--- config.mk ---
export PLATFORM = sky130hd
export DESIGN_NAME = amts_seq
export DESIGN_NICKNAME = d
export VERILOG_FILES = /design/src/rtl/amts_pkg.sv /design/src/rtl/amts_tick_counter.sv /design/src/rtl/amts_cfg_hold.sv /design/src/rtl/amts_strobe_window.sv /design/src/rtl/amts_read_capture.sv /design/src/rtl/amts_seq.sv
export SDC_FILE = /design/constraint.sdc
export NUM_CORES = 1
export LEC_CHECK = 0
export BUFFER_PORTS_ARGS = -buffer_cell sky130_fd_sc_hd__buf_2
export CAP_MARGIN = 30
export CORE_AREA = 2 2 128 130
export CTS_BUF_LIST = sky130_fd_sc_hd__clkbuf_4 sky130_fd_sc_hd__clkbuf_8
export CTS_CLUSTER_SIZE = 24
export DETAILED_ROUTE_END_ITERATION = 6
export DIE_AREA = 0 0 130 132
export SLEW_MARGIN = 20
export SYNTH_ARGS = -nofsm -noshare
export SYNTH_HDL_FRONTEND = slang
export SYNTH_SLANG_ARGS = --single-unit
--- constraint.sdc ---
create_clock -name clk -period 2.4 [get_ports clk]
set_input_delay 0.12 -clock clk [delete_from_list [all_inputs] [get_ports clk]]
set_output_delay 0.12 -clock clk [all_outputs]
set_load 0.1 [all_outputs]
--- src/rtl/amts_pkg.sv ---
package amts_pkg;

    localparam int TK_W   = 5;   // long tick fields and the tick counter
    localparam int ON_W   = 4;   // short tick fields
    localparam int NUM_SB = 5;   // strobe windows

    localparam int SB_CS  = 0;
    localparam int SB_ADV = 1;
    localparam int SB_OE  = 2;
    localparam int SB_WE  = 3;
    localparam int SB_DAT = 4;

    typedef logic [TK_W-1:0] tick_t;

    typedef enum logic {
        ST_IDLE = 1'b0,
        ST_RUN  = 1'b1
    } amts_state_e;

    typedef struct packed {
        logic [ON_W-1:0] cs_on;
        tick_t           cs_rd_off;
        tick_t           cs_wr_off;
        logic [ON_W-1:0] adv_on;
        tick_t           adv_rd_off;
        tick_t           adv_wr_off;
        logic [ON_W-1:0] oe_on;
        tick_t           oe_off;
        logic [ON_W-1:0] we_on;
        tick_t           we_off;
        tick_t           rd_cycle;
        tick_t           wr_cycle;
        tick_t           access;
        tick_t           wr_access;
        logic [ON_W-1:0] wr_mux;
    } amts_cfg_t;

    function automatic tick_t widen(input logic [ON_W-1:0] v);
        return tick_t'(v);
    endfunction

    function automatic tick_t last_tick(input amts_cfg_t c, input logic wr);
        return wr ? c.wr_cycle : c.rd_cycle;
    endfunction

endpackage

--- src/rtl/amts_tick_counter.sv ---
module amts_tick_counter
    import amts_pkg::*;
(
    input  logic  clk,
    input  logic  rst,
    input  logic  start_i,
    input  tick_t last_i,
    output logic  accept_o,
    output logic  busy_o,
    output logic  done_o,
    output tick_t tick_o
);
    amts_state_e state_q;
    tick_t       tick_q;

    assign accept_o = (state_q == ST_IDLE) && start_i;
    assign busy_o   = (state_q == ST_RUN);
    assign done_o   = busy_o && (tick_q == last_i);
    assign tick_o   = tick_q;

    always_ff @(posedge clk) begin
        if (rst) begin
            state_q <= ST_IDLE;
            tick_q  <= '0;
        end else begin
            unique case (state_q)
                ST_IDLE: begin
                    tick_q <= '0;
                    if (start_i) state_q <= ST_RUN;
                end
                ST_RUN: begin
                    if (tick_q == last_i) begin
                        state_q <= ST_IDLE;
                        tick_q  <= '0;
                    end else begin
                        tick_q <= tick_q + tick_t'(1);
                    end
                end
                default: state_q <= ST_IDLE;
            endcase
        end
    end
endmodule

--- src/rtl/amts_cfg_hold.sv ---
module amts_cfg_hold
    import amts_pkg::*;
#(
    parameter int DATA_W = 16
) (
    input  logic              clk,
    input  logic              rst,
    input  logic              accept_i,
    input  amts_cfg_t         cfg_i,
    input  logic              wr_i,
    input  logic [DATA_W-1:0] wdata_i,
    output amts_cfg_t         cfg_o,
    output logic              wr_o,
    output logic [DATA_W-1:0] wdata_o
);
    always_ff @(posedge clk) begin
        if (rst) begin
            cfg_o   <= '0;
            wr_o    <= 1'b0;
            wdata_o <= '0;
        end else if (accept_i) begin
            cfg_o   <= cfg_i;
            wr_o    <= wr_i;
            wdata_o <= wdata_i;
        end
    end
endmodule

--- src/rtl/amts_strobe_window.sv ---
module amts_strobe_window
    import amts_pkg::*;
(
    input  logic  en_i,
    input  tick_t tick_i,
    input  tick_t on_i,
    input  tick_t off_i,
    output logic  active_o
);
    assign active_o = en_i && (tick_i >= on_i) && (tick_i < off_i);
endmodule

--- src/rtl/amts_read_capture.sv ---
module amts_read_capture #(
    parameter int DATA_W = 16
) (
    input  logic              clk,
    input  logic              rst,
    input  logic              sample_i,
    input  logic [DATA_W-1:0] bus_i,
    output logic [DATA_W-1:0] data_o
);
    always_ff @(posedge clk) begin
        if (rst)           data_o <= '0;
        else if (sample_i) data_o <= bus_i;
    end
endmodule

--- src/rtl/amts_seq.sv ---
module amts_seq
    import amts_pkg::*;
#(
    parameter int DATA_W     = 16,
    parameter bit HAS_WR_EXT = 1'b0
) (
    input  logic              clk,
    input  logic              rst,
    input  logic              start_i,
    input  logic              write_i,
    input  logic [3:0]        cs_on_i,
    input  logic [4:0]        cs_rd_off_i,
    input  logic [4:0]        cs_wr_off_i,
    input  logic [3:0]        adv_on_i,
    input  logic [4:0]        adv_rd_off_i,
    input  logic [4:0]        adv_wr_off_i,
    input  logic [3:0]        oe_on_i,
    input  logic [4:0]        oe_off_i,
    input  logic [3:0]        we_on_i,
    input  logic [4:0]        we_off_i,
    input  logic [4:0]        rd_cycle_i,
    input  logic [4:0]        wr_cycle_i,
    input  logic [4:0]        access_i,
    input  logic [4:0]        wr_access_i,
    input  logic [3:0]        wr_mux_i,
    input  logic [DATA_W-1:0] wr_data_i,
    input  logic [DATA_W-1:0] rd_bus_i,
    output logic              cs_n_o,
    output logic              adv_n_o,
    output logic              oe_n_o,
    output logic              we_n_o,
    output logic [DATA_W-1:0] wr_bus_o,
    output logic              wr_bus_en_o,
    output logic [DATA_W-1:0] rd_data_o,
    output logic              busy_o,
    output logic              done_o
);
    amts_cfg_t         cfg_in, cfg_q;
    logic              wr_q, accept, busy;
    logic [DATA_W-1:0] wdata_q;
    tick_t             tick;
    tick_t             on_v   [NUM_SB];
    tick_t             off_v  [NUM_SB];
    logic              en_v   [NUM_SB];
    logic              act_v  [NUM_SB];

    always_comb begin
        cfg_in.cs_on      = cs_on_i;
        cfg_in.cs_rd_off  = cs_rd_off_i;
        cfg_in.cs_wr_off  = cs_wr_off_i;
        cfg_in.adv_on     = adv_on_i;
        cfg_in.adv_rd_off = adv_rd_off_i;
        cfg_in.adv_wr_off = adv_wr_off_i;
        cfg_in.oe_on      = oe_on_i;
        cfg_in.oe_off     = oe_off_i;
        cfg_in.we_on      = we_on_i;
        cfg_in.we_off     = we_off_i;
        cfg_in.rd_cycle   = rd_cycle_i;
        cfg_in.wr_cycle   = wr_cycle_i;
        cfg_in.access     = access_i;
        cfg_in.wr_access  = wr_access_i;
        cfg_in.wr_mux     = wr_mux_i;
    end

    amts_cfg_hold #(.DATA_W(DATA_W)) hold_i (
        .clk      (clk),
        .rst      (rst),
        .accept_i (accept),
        .cfg_i    (cfg_in),
        .wr_i     (write_i),
        .wdata_i  (wr_data_i),
        .cfg_o    (cfg_q),
        .wr_o     (wr_q),
        .wdata_o  (wdata_q)
    );

    amts_tick_counter cnt_i (
        .clk      (clk),
        .rst      (rst),
        .start_i  (start_i),
        .last_i   (last_tick(cfg_q, wr_q)),
        .accept_o (accept),
        .busy_o   (busy),
        .done_o   (done_o),
        .tick_o   (tick)
    );

    // window selection per strobe
    always_comb begin
        on_v[SB_CS]   = widen(cfg_q.cs_on);
        off_v[SB_CS]  = wr_q ? cfg_q.cs_wr_off : cfg_q.cs_rd_off;
        en_v[SB_CS]   = busy;
        on_v[SB_ADV]  = widen(cfg_q.adv_on);
        off_v[SB_ADV] = wr_q ? cfg_q.adv_wr_off : cfg_q.adv_rd_off;
        en_v[SB_ADV]  = busy;
        on_v[SB_OE]   = widen(cfg_q.oe_on);
        off_v[SB_OE]  = cfg_q.oe_off;
        en_v[SB_OE]   = busy && !wr_q;
        on_v[SB_WE]   = widen(cfg_q.we_on);
        off_v[SB_WE]  = cfg_q.we_off;
        en_v[SB_WE]   = busy && wr_q;
        en_v[SB_DAT]  = busy && wr_q;
    end

    generate
        if (HAS_WR_EXT) begin : g_dat_ext
            always_comb begin
                on_v[SB_DAT]  = widen(cfg_q.wr_mux);
                off_v[SB_DAT] = cfg_q.wr_access;
            end
        end else begin : g_dat_base
            always_comb begin
                on_v[SB_DAT]  = widen(cfg_q.we_on);
                off_v[SB_DAT] = cfg_q.cs_wr_off;
            end
        end
    endgenerate

    generate
        for (genvar k = 0; k < NUM_SB; k++) begin : g_win
            amts_strobe_window win_i (
                .en_i     (en_v[k]),
                .tick_i   (tick),
                .on_i     (on_v[k]),
                .off_i    (off_v[k]),
                .active_o (act_v[k])
            );
        end
    endgenerate

    amts_read_capture #(.DATA_W(DATA_W)) cap_i (
        .clk      (clk),
        .rst      (rst),
        .sample_i (busy && !wr_q && (tick == cfg_q.access)),
        .bus_i    (rd_bus_i),
        .data_o   (rd_data_o)
    );

    assign cs_n_o      = !act_v[SB_CS];
    assign adv_n_o     = !act_v[SB_ADV];
    assign oe_n_o      = !act_v[SB_OE];
    assign we_n_o      = !act_v[SB_WE];
    assign wr_bus_en_o = act_v[SB_DAT];
    assign wr_bus_o    = act_v[SB_DAT] ? wdata_q : '0;
    assign busy_o      = busy;
endmodule

* Word-level counts from Yosys, hierarchy flattened *
Index checks and enable logic that the tools add are counted.

word-level totals
  logic and storage cells = 59
  register bits after elaboration = 100

operators by class
  mux-type cells = 9
  eq/ne operators = 2
  bitwise gates (word level) = 1
  add/sub/neg operators = 1
  reduce and logical (&&, ||, !) cells = 19
  $lt $le $gt $ge = 9

operators by type and width
  operator             count
  $lt 5x5->1           5
  $ge 5x4->1           4
  $mux 5               4
  $mux 16              1
  $logic_and 1x1->1    14
  $eq 5x5->1           2
  $pmux 5 s2           1
  $add 5x1->5 const B  1
  $logic_not 1->1      5
  $mux 1               2
  $pmux 1 s2           1
  $not 1->1            1

* Depth between registers and ports, before layout *
Gate-level depths: netlist (run 1).

  depth after elaboration = 5
  depth in mapped cells = 8
  gate-level depth less buffers = 7

* Cells and area by module *
From an unflattened synthesis (run 1), not the netlist that was laid out.

second synthesis, totals
  cells, all modules = 571
  area, all modules = 5,564.1 µm²

modules (own cells, without submodules)
  module              cells an instance  area each (µm²)  instances  seq. area each (µm²)
  amts_cfg_hold       281                3,104.2          1          1,741.7
  amts_strobe_window  32                 232.7            5          0.0
  amts_read_capture   52                 580.6            1          320.3
  amts_seq            48                 416.6            1          0.0
  amts_tick_counter   30                 299.0            1          120.1

* Worst setup path before layout (run 1) *
Ideal clock, no wire load.

  path type = register -> output
  from = reg cnt_i.tick_q[0], in the netlist cnt_i.tick_o[0]
  to = out adv_n_o
  setup slack = -2.489 ns
  cell stages (with the launch flop) = 8
  data arrival time = 4.769 ns
  path buffers = 0
  cells stage by stage = dfxtp_1 -> inv_1 -> ha_1 -> nand2b_1 -> a21o_1 -> a21oi_1 -> nor2b_1 -> o311ai_0

between the ends
  word-level cells in the longest chain between the ends = 4
  elaborated cells between the ends (all ways) = 5
  classes of those cells = order compare (2); reduce/logical (3)

ends and longest elaborated chain
  item                      line                      text
  start: declaration        amts_tick_counter.sv:14   tick_t tick_q;
  start signal: assignment  amts_tick_counter.sv:36   tick_q <= tick_q + tick_t'(1);
  $ge 5x4->1                amts_strobe_window.sv:10  assign active_o = en_i && (tick_i >= on_i) && (tick_i < off_i);
  $logic_and 1x1->1         amts_strobe_window.sv:10
  $logic_and 1x1->1 *       amts_strobe_window.sv:10
  $logic_not 1->1 *         amts_seq.sv:140           assign adv_n_o = !act_v[SB_ADV];
  end: declaration          amts_seq.sv:29            output logic adv_n_o,

Every way passes the cells marked *; elsewhere a longest branch is shown, timed or not.

* Worst setup path in the final report (run 1) *
  from = reg cnt_i.tick_q[1], in the netlist cnt_i.tick_o[1]
  to = out wr_bus_o[0]

between the ends
  word-level cells in the longest chain between the ends = 4
  elaborated cells between the ends (all ways) = 5
  classes of those cells = order compare (2); mux (1); reduce/logical (2)

ends and longest elaborated chain
  item                 line                      text
  $ge 5x4->1           amts_strobe_window.sv:10
  $logic_and 1x1->1    amts_strobe_window.sv:10
  $logic_and 1x1->1 *  amts_strobe_window.sv:10
  $mux 16 *            amts_seq.sv:144           assign wr_bus_o = act_v[SB_DAT] ? wdata_q : '0;
  end: declaration     amts_seq.sv:32            output logic [DATA_W-1:0] wr_bus_o,

Marked as above.

==> key figures, run 1 <==
Finish
  • Fraction of layout cells with a size suffix above 1: between 20% and 30%
  • Fillers: between 1,000 and 1,500
  • Nets: about 950
  • # diodes: 0
  • Area Growth Syn to Fin: 62.51%
  • Finished Cell Area: 7605 um2

Clock network
  • Htree depth: 3
  • Total CTS buffers: 9
  • Worst-case clock buffer depth: 2
  • Clk sinks: 100
  • Clk_lat worst skew: 380 ps
  • Clk slew on worst S/H paths: approximately 90 ps
  • Clock root cell: clkbuf_8
  • CTS tree: done

Die
  • CORE AREA: 15,710 um2
  • Number of cell rows: 46
  • Horiz. Die Dim: ~130 um
  • Die Y: 132 um
  • I/O pin cnt: ~150
  • Initial core utilization: between 20% and 30%
  • Die area: ~17,000 um2

Route
  • Vias: 4,573
  • Antenna-violating nets left: 0
  • Final wirelength: between 10,000 and 15,000 um
  • Initial DRC count: 222
  • WL/cell: around 13 um
  • DR DRC count: 0
  • First drt pass iteration count: 5
  • Via density: 4.435

Logic synthesis
  • Post-synth EDFFs: 0
  • Cells after Synth: roughly 570
  • Mapped Nets: roughly 700
  • Share of the yosys chip area belonging to registers: between 40% and 50%
  • Mean Syn Cell Area: around 8 um2
  • Yosys cell types: 33
  • FFs w/ async S/R, synth: 0%
  • Mapped Area: approximately 4700 um2
  • Post-synthesis register bit count: 100
  • Ys Warns: 0
  • Top FF cell, synth: dfxtp_1

Global route
  • Remaining global-route overflow: 0
  • Largest net degree at the start of global routing: 58
  • Initial antenna violation count: 0
  • First-pass GRT wire length: approximately 22,000 um
  • Vias in the first global route: between 4,000 and 5,000
  • GRT Util Overall: between 15 and 20%

STA
  • Final min period: approximately 2500 ps
  • Max Slew Vio Count: 0
  • Final setup vio count: 17
  • Final WS setup: -137.5 ps
  • Worst-case clock skew: roughly 7.8 ps
  • Fmax: 0.3941 GHz
  • Worst hold margin: ~29 ps
  • Worst Tran Pin Value: between 500 and 600 ps
  • Fin crit share: 105.7%
  • Max_slew headroom: about 65%
  • Final TNS setup: -1772 ps
  • Final hold violation count: 0
  • RSZ-0062 raised after global routing: yes

Worst hold path
  • Hold Path Class: input port to register

Pwr
  • Power Internal: approximately 0.0029 W
  • Combinational power share: between 20% and 30%
  • P per Cell Area: about 540 nW/um2
  • Sequential fraction of design power: approximately 45%
  • LEAKAGE: roughly 3.2 nW
  • Worst VDD drop: between 0.2 and 0.3 mV
  • Sw frac: 30.01%
  • Net switching power figure: 0.001232 W
  • Clock power frac: just over 30%

Worst setup path
  • Slowest stage delay, CP: around 370 ps
  • Kind of end point of the critical path: primary output
  • Crit path kind: register to primary output
  • CP delay by family, top: compound AO/OA/AOI/OAI gates
  • Crit-path max FO: 7
  • Setup crit start kind: register
  • Crit-path cells: ha_4, a21o_1, a211o_1, a2111oi_4, buf_4, buf_6, and2_4, buf_12
  • Critical Path RT: about 2300 ps
  • Crit path buf inv count: 3
  • Worst EP arrival: between 2000 and 2500 ps
  • Slowest-stage cell, CP: dfxtp_4

Place
  • Routability cong.: 0.7923
  • DP HPWL: 8946 um
  • Area after DPL: 6135 um2
  • # port buffers: between 100 and 150

Status
  • Status: finished with violations
  • Failing checks: negative setup slack

Flow run
  • Max-cap viol count: 0
final timing paths:
check                                                    from                             to  slack, ps  cells past startpoint
worst max register to register     cnt_i.tick_o[0]$_SDFF_PP0_   cap_i.data_o[6]$_SDFFE_PP0P_        570                      8
worst min-delay path                           cs_wr_off_i[3]  hold_i.cfg_o[59]$_SDFFE_PP0P_         30                      3
worst min register to register  hold_i.cfg_o[55]$_SDFFE_PP0P_  hold_i.cfg_o[55]$_SDFFE_PP0P_        460                      2
worst max-delay path               cnt_i.tick_o[1]$_SDFF_PP0_                    wr_bus_o[0]       -140                      8
logic make-up (layout without fill, tap and decap cells):
group	count (synthesis)	after routing	synth area share, %
AO/OA/AOI/OAI	109	109	13.42
XOR/XNOR	13	13	2.433
adder cells (fa/ha/maj)	37	37	9.893
buffers and inverters	61	303	5.161
flip-flops	100	100	42.78
multiplexers	31	31	6.631
AND/OR/NAND/NOR	222	222	19.68
per-stage QoR:
stage               utilization (%)  setup WS (ps)  power [W]  std cells
global placement              39.00         -312.4   0.002702        911
detailed placement            39.04         -63.56   0.002710        912
global route                  48.40         -251.0   0.004311       1031
floorplan                         -          3.122   0.002438        573
finish                        48.40         -137.5   0.004105       1031
CTS                           47.44         -173.5   0.004130       1028
cell usage in the layout, fill, tap and decap left out, types with 3 or more instances in the layout:
| master | synthesis | final |
|---|---|---|
| and2_4 | 0 | 16 |
| xor2_1 | 7 | 7 |
| buf_2 | 1 | 112 |
| mux2i_2 | 0 | 3 |
| inv_1 | 27 | 25 |
| buf_4 | 1 | 21 |
| clkbuf_8 | 0 | 12 |
| a21oi_1 | 83 | 81 |
| a21o_1 | 7 | 7 |
| mux2i_1 | 31 | 28 |
| o21ai_0 | 5 | 4 |
| ha_4 | 0 | 7 |
| buf_12 | 0 | 27 |
| dfxtp_1 | 100 | 95 |
| dfxtp_2 | 0 | 3 |
| dlygate4sd3_1 | 0 | 92 |
| nor2_1 | 27 | 27 |
| ha_1 | 37 | 30 |
| buf_6 | 1 | 6 |
| xnor2_1 | 6 | 6 |
| nand2_1 | 162 | 161 |
| nand2b_4 | 0 | 4 |
state kept, by name, indices dropped and copies added, names as in the netlist:
name / cells
hold_i.cfg_o: 61
cap_i.data_o: 16
hold_i.wdata_o: 16
cnt_i.tick_o: 5
cnt_i.busy_o: 1
hold_i.wr_o: 1
synthesized netlist by cell type (2+ instances only):
master	instances	area [um2]
nor2b_1	3	18.77
a211oi_1	3	22.52
xnor2_1	6	52.55
mux2i_1	31	310.3
and2_1	16	100.1
inv_1	27	101.4
ha_1	37	462.9
xor2_1	7	61.31
buf_1	7	26.28
a21o_1	7	52.55
o311ai_0	3	26.28
nor2_1	27	101.4
nor3_1	2	10.01
o21ai_0	5	25.02
a21oi_1	83	415.4
nand3_1	3	15.01
nand2_1	162	608.1
nand2b_1	6	37.54
o2111ai_1	2	17.52
clkbuf_1	24	90.09
dfxtp_1	100	2002
worst min-delay path, stage by stage:
cell and delay (ps):
buf_2 100, nand2_1 80, a21oi_1 60
final cells by class:
class	count	area [um2]	area share, %
Clock buffer	12	165.2	2.172
Clock inverter	4	70.07	0.9214
Inverter	27	103.9	1.366
Multi-Input combinational cell	412	2705	35.57
Sequential cell	100	2013	26.47
Tap cell	216	270.3	3.554
Timing Repair Buffer	260	2277	29.94
power by group through the flow:
stage | Sequential (W) | Combinational (W) | Clock [W]
2_1_floorplan | 0.00199 | 0.000450 | 0
3_3_place_gp | 0.00186 | 0.000843 | 0
3_5_place_dp | 0.00186 | 0.000848 | 0
4_1_cts | 0.00183 | 0.000997 | 0.00131
5_1_grt | 0.00184 | 0.00110 | 0.00137
6_report | 0.00183 | 0.00102 | 0.00126
repair_timing:
action,CTS,global route
setup endpoints to repair,22,22
buffers inserted,7,4
pin swaps,23,10
gates resized for setup,29,21
hold endpoints to repair,92,0
hold buffers,92,0
gates cloned,1,0
per-layer routing:
layer	track usage, %	wire length (um)	vias to the layer above	part of all wire, %
met1	19.59	6100	2134	45
li1	-	-	2357	-
met3	2.151	303	15	2.2
met4	5.974	248	0	1.8
met2	28.36	6944	67	51
met5	0	0	-	0
(Power assumes the default switching activity.)
==> inputs of run 2 (changes only) <==
--- a/config.mk
+++ b/config.mk
@@ -8,7 +8,7 @@
 export BUFFER_PORTS_ARGS = -buffer_cell sky130_fd_sc_hd__buf_2
 export CAP_MARGIN = 30
 export CORE_AREA = 2 2 128 130
-export CTS_BUF_LIST = sky130_fd_sc_hd__clkbuf_4 sky130_fd_sc_hd__clkbuf_8
+export CTS_BUF_LIST = sky130_fd_sc_hd__clkbuf_4
 export CTS_CLUSTER_SIZE = 24
 export DETAILED_ROUTE_END_ITERATION = 6
 export DIE_AREA = 0 0 130 132
==> constraint.sdc (replaced) <==
create_clock -name clk -period 2.5 [get_ports clk]
set_input_delay 0.125 -clock clk [delete_from_list [all_inputs] [get_ports clk]]
set_output_delay 0.125 -clock clk [all_outputs]
set_load 0.1 [all_outputs]
==> key figures, run 2 (synthesis gave the netlist of run 1 again) <==
Status
  • Status: finished with violations
  • Failing checks: negative setup slack

Worst setup path
  • Critical Path RT: 2380 ps (+100 ps)
  • R2R depth: 6 (-2)
  • Crit path kind: register to primary output
  • Kind of end point of the critical path: primary output
  • Reg2Reg Setup Slack: 550 ps (-20 ps)
  • Worst EP arrival: 2520 ps (+100 ps)
  • Crit-path max FO: 8 (+1)
  • Worst R2R Start: hold_i.wr_o$_SDFFE_PP0P_
  • R2r endpoint: cnt_i.tick_o[1]$_SDFF_PP0_
  • Setup crit start kind: register

STA
  • Fmax: 0.3782 GHz
  • Final setup vio count: 17 (unchanged)
  • Final hold violation count: 0 (unchanged)
  • Fin crit share: 105.8%
  • Max Slew Vio Count: 0 (unchanged)
  • Final min period: 2644 ps
  • Max_slew headroom: 59.01% (-5.9 points)
  • Final WS setup: -144.4 ps (-6.919 ps)
  • Final TNS setup: -2088 ps (-315.7 ps)
  • Worst-case clock skew: 21.90 ps (+14.12 ps)
  • RSZ-0062 raised after global routing: yes
  • Worst Tran Pin Value: 608.4 ps (+90.12 ps)

Die
  • CORE AREA: 15,710 um2 (unchanged)
  • Die area: 17,160 um2 (unchanged)
  • Die Y: 132 um (unchanged)
  • Number of cell rows: 46 (unchanged)
  • I/O pin cnt: 145 (unchanged)
  • Horiz. Die Dim: 130 um (unchanged)
  • Initial core utilization: 29.78% (unchanged)

Finish
  • Fraction of layout cells with a size suffix above 1: 28.68% (-0.28 points)
  • Largest register by flop count: hold_i.cfg_o
  • Area Growth Syn to Fin: 60.48%
  • Max reg flops: 61 (unchanged)
  • Commonest non-fill, non-tap cell in the layout: nand2_1
  • Nets: 954 (+0.10%)
  • Regs by FF count: hold_i.cfg_o: 61 flops, cap_i.data_o: 16 flops, hold_i.wdata_o: 16 flops
  • Util after Layout: 47.79% (-0.61 points)
  • Commonest non-fill, non-tap cells in the layout: nand2_1, buf_2, dlygate4sd3_1

Place
  • DP Worst Slack: -8.284 ps (+55.28 ps)
  • # port buffers: 135 (unchanged)
  • Routability cong.: 0.7451 (-6.0%)
  • DP HPWL: 8930 um (-0.18%)

Clock network
  • Clk sinks: 100 (unchanged)
  • Total CTS buffers: 9 (unchanged)
  • Clk slew on worst S/H paths: 150 ps (+60 ps)
  • Clk_lat worst skew: 470 ps (+90 ps)
  • Worst-case clock buffer depth: 2 (unchanged)
  • CTS tree: done
  • Htree depth: 3 (unchanged)
  • Clock root cell: clkbuf_4

Pwr
  • LEAKAGE: 3.140 nW (-1.8%)
  • P per Cell Area: 475.7 nW/um2 (-12%)
  • Power, Total: 0.003573 W (-13%)
  • Worst VDD drop: 0.2700 mV (-4.4%)

Route
  • First drt pass iteration count: 4 (-1)
  • WL/cell: 13.23 um (+0.34%)
  • Vias: 4,576 (+0.066%)
  • Final wirelength: 13,670 um (+0.54%)
  • Antenna-violating nets left: 0 (unchanged)
  • Via density: 4.430 (-0.13%)
  • Initial DRC count: 137 (-38%)
  • DR DRC count: 0 (unchanged)

Global route
  • GRT Util Overall: 16.23% (+0.19 points)
  • First-pass GRT wire length: 22,080 um (+0.51%)
  • Remaining global-route overflow: 0 (unchanged)
  • Vias in the first global route: 4,532 (+0.87%)
  • Largest net degree at the start of global routing: 56 (-3.4%)
  • Initial antenna violation count: 1 (+1)

Worst hold path
  • Hold Path Class: input port to register
  • WHS Path Cells: 2 (-1)
  • Hold EP: hold_i.cfg_o[23]$_SDFFE_PP0P_
  • Worst Min Path Start: rst

Flow run
  • Max-cap viol count: 0 (unchanged)
[run 2: changes by cell type in the layout (fill, tap and decap cells not counted), moves of 3 or more]
cell	previous run	this run
dlygate4sd3_1	92	95
mux2i_2	3	0
buf_4	21	24
clkbuf_4	0	10
clkbuf_8	12	0
[run 2: per-stage QoR]
| step | instance area, um2 | hold slack, ps | cells |
|---|---|---|---|
| 2_1_floorplan | 4778 | 261.0 | 573 |
| 3_3_place_gp | 6067 | 357.8 | 909 |
| 3_5_place_dp | 6075 | 369.5 | 910 |
| 4_1_cts | 7282 | 65.36 | 1026 |
| 5_1_grt | 7510 | 73.94 | 1033 |
| 6_report | 7510 | 101.5 | 1033 |
[run 2: critical path, cell delays in order (launching register included)]
cell       delay, ps
dfxtp_4          390
ha_4             230
a21o_1           170
a211o_1          280
a2111oi_4        310
buf_4            200
buf_6            130
and2_4           150
buf_12           170
[run 2: layer usage]
| metal | track usage, % | part of all wire [%] |
|---|---|---|
| met1 | 20.70 | 46 |
| met2 | 27.40 | 50 |
| met3 | 2.557 | 2.5 |
| met4 | 6.033 | 1.7 |
| met5 | 0 | 0 |
[run 2: worst max path at each step]
stage / start / to / slack [ps]
after CTS: cnt_i.tick_o[1]$_SDFF_PP0_ / wr_bus_o[4] / -170
after detailed placement: hold_i.cfg_o[57]$_SDFFE_PP0P_ / wr_bus_o[4] / -8
after global routing: cnt_i.tick_o[1]$_SDFF_PP0_ / wr_bus_o[4] / -280
after floorplan: cnt_i.tick_o[0]$_SDFF_PP0_ / we_n_o / 0.8
final: cnt_i.tick_o[1]$_SDFF_PP0_ / wr_bus_o[4] / -140
after global placement: hold_i.cfg_o[57]$_SDFFE_PP0P_ / wr_bus_o[15] / -240
[run 2: area by class of cell]
| cell class | instances | area (um2) |
|---|---|---|
| clock inverters | 6 | 55.05 |
| fillers | 1504 | 8203 |
| flip-flops and latches | 100 | 2014 |
| inverters | 27 | 101.3 |
| clock buffers | 10 | 75.07 |
| repair buffers | 261 | 2252 |
| diodes | 1 | 2.502 |
| well taps | 216 | 270.3 |
| multi-input cells | 412 | 2739 |
[run 2: report_power, final]
group	internal [W]	switching, W
clock network	0.000307	0.000542
registers	0.00170	0.0000609
logic	0.000411	0.000555
[run 2: repair_timing]
action / in CTS / in global routing
gates resized for setup: 28 / 25
hold endpoints to repair: 95 / 0
hold buffers: 95 / 0
setup endpoints to repair: 21 / 21
pin swaps: 19 / 22
setup buffers: 4 / 7
cloned: 1 / 0
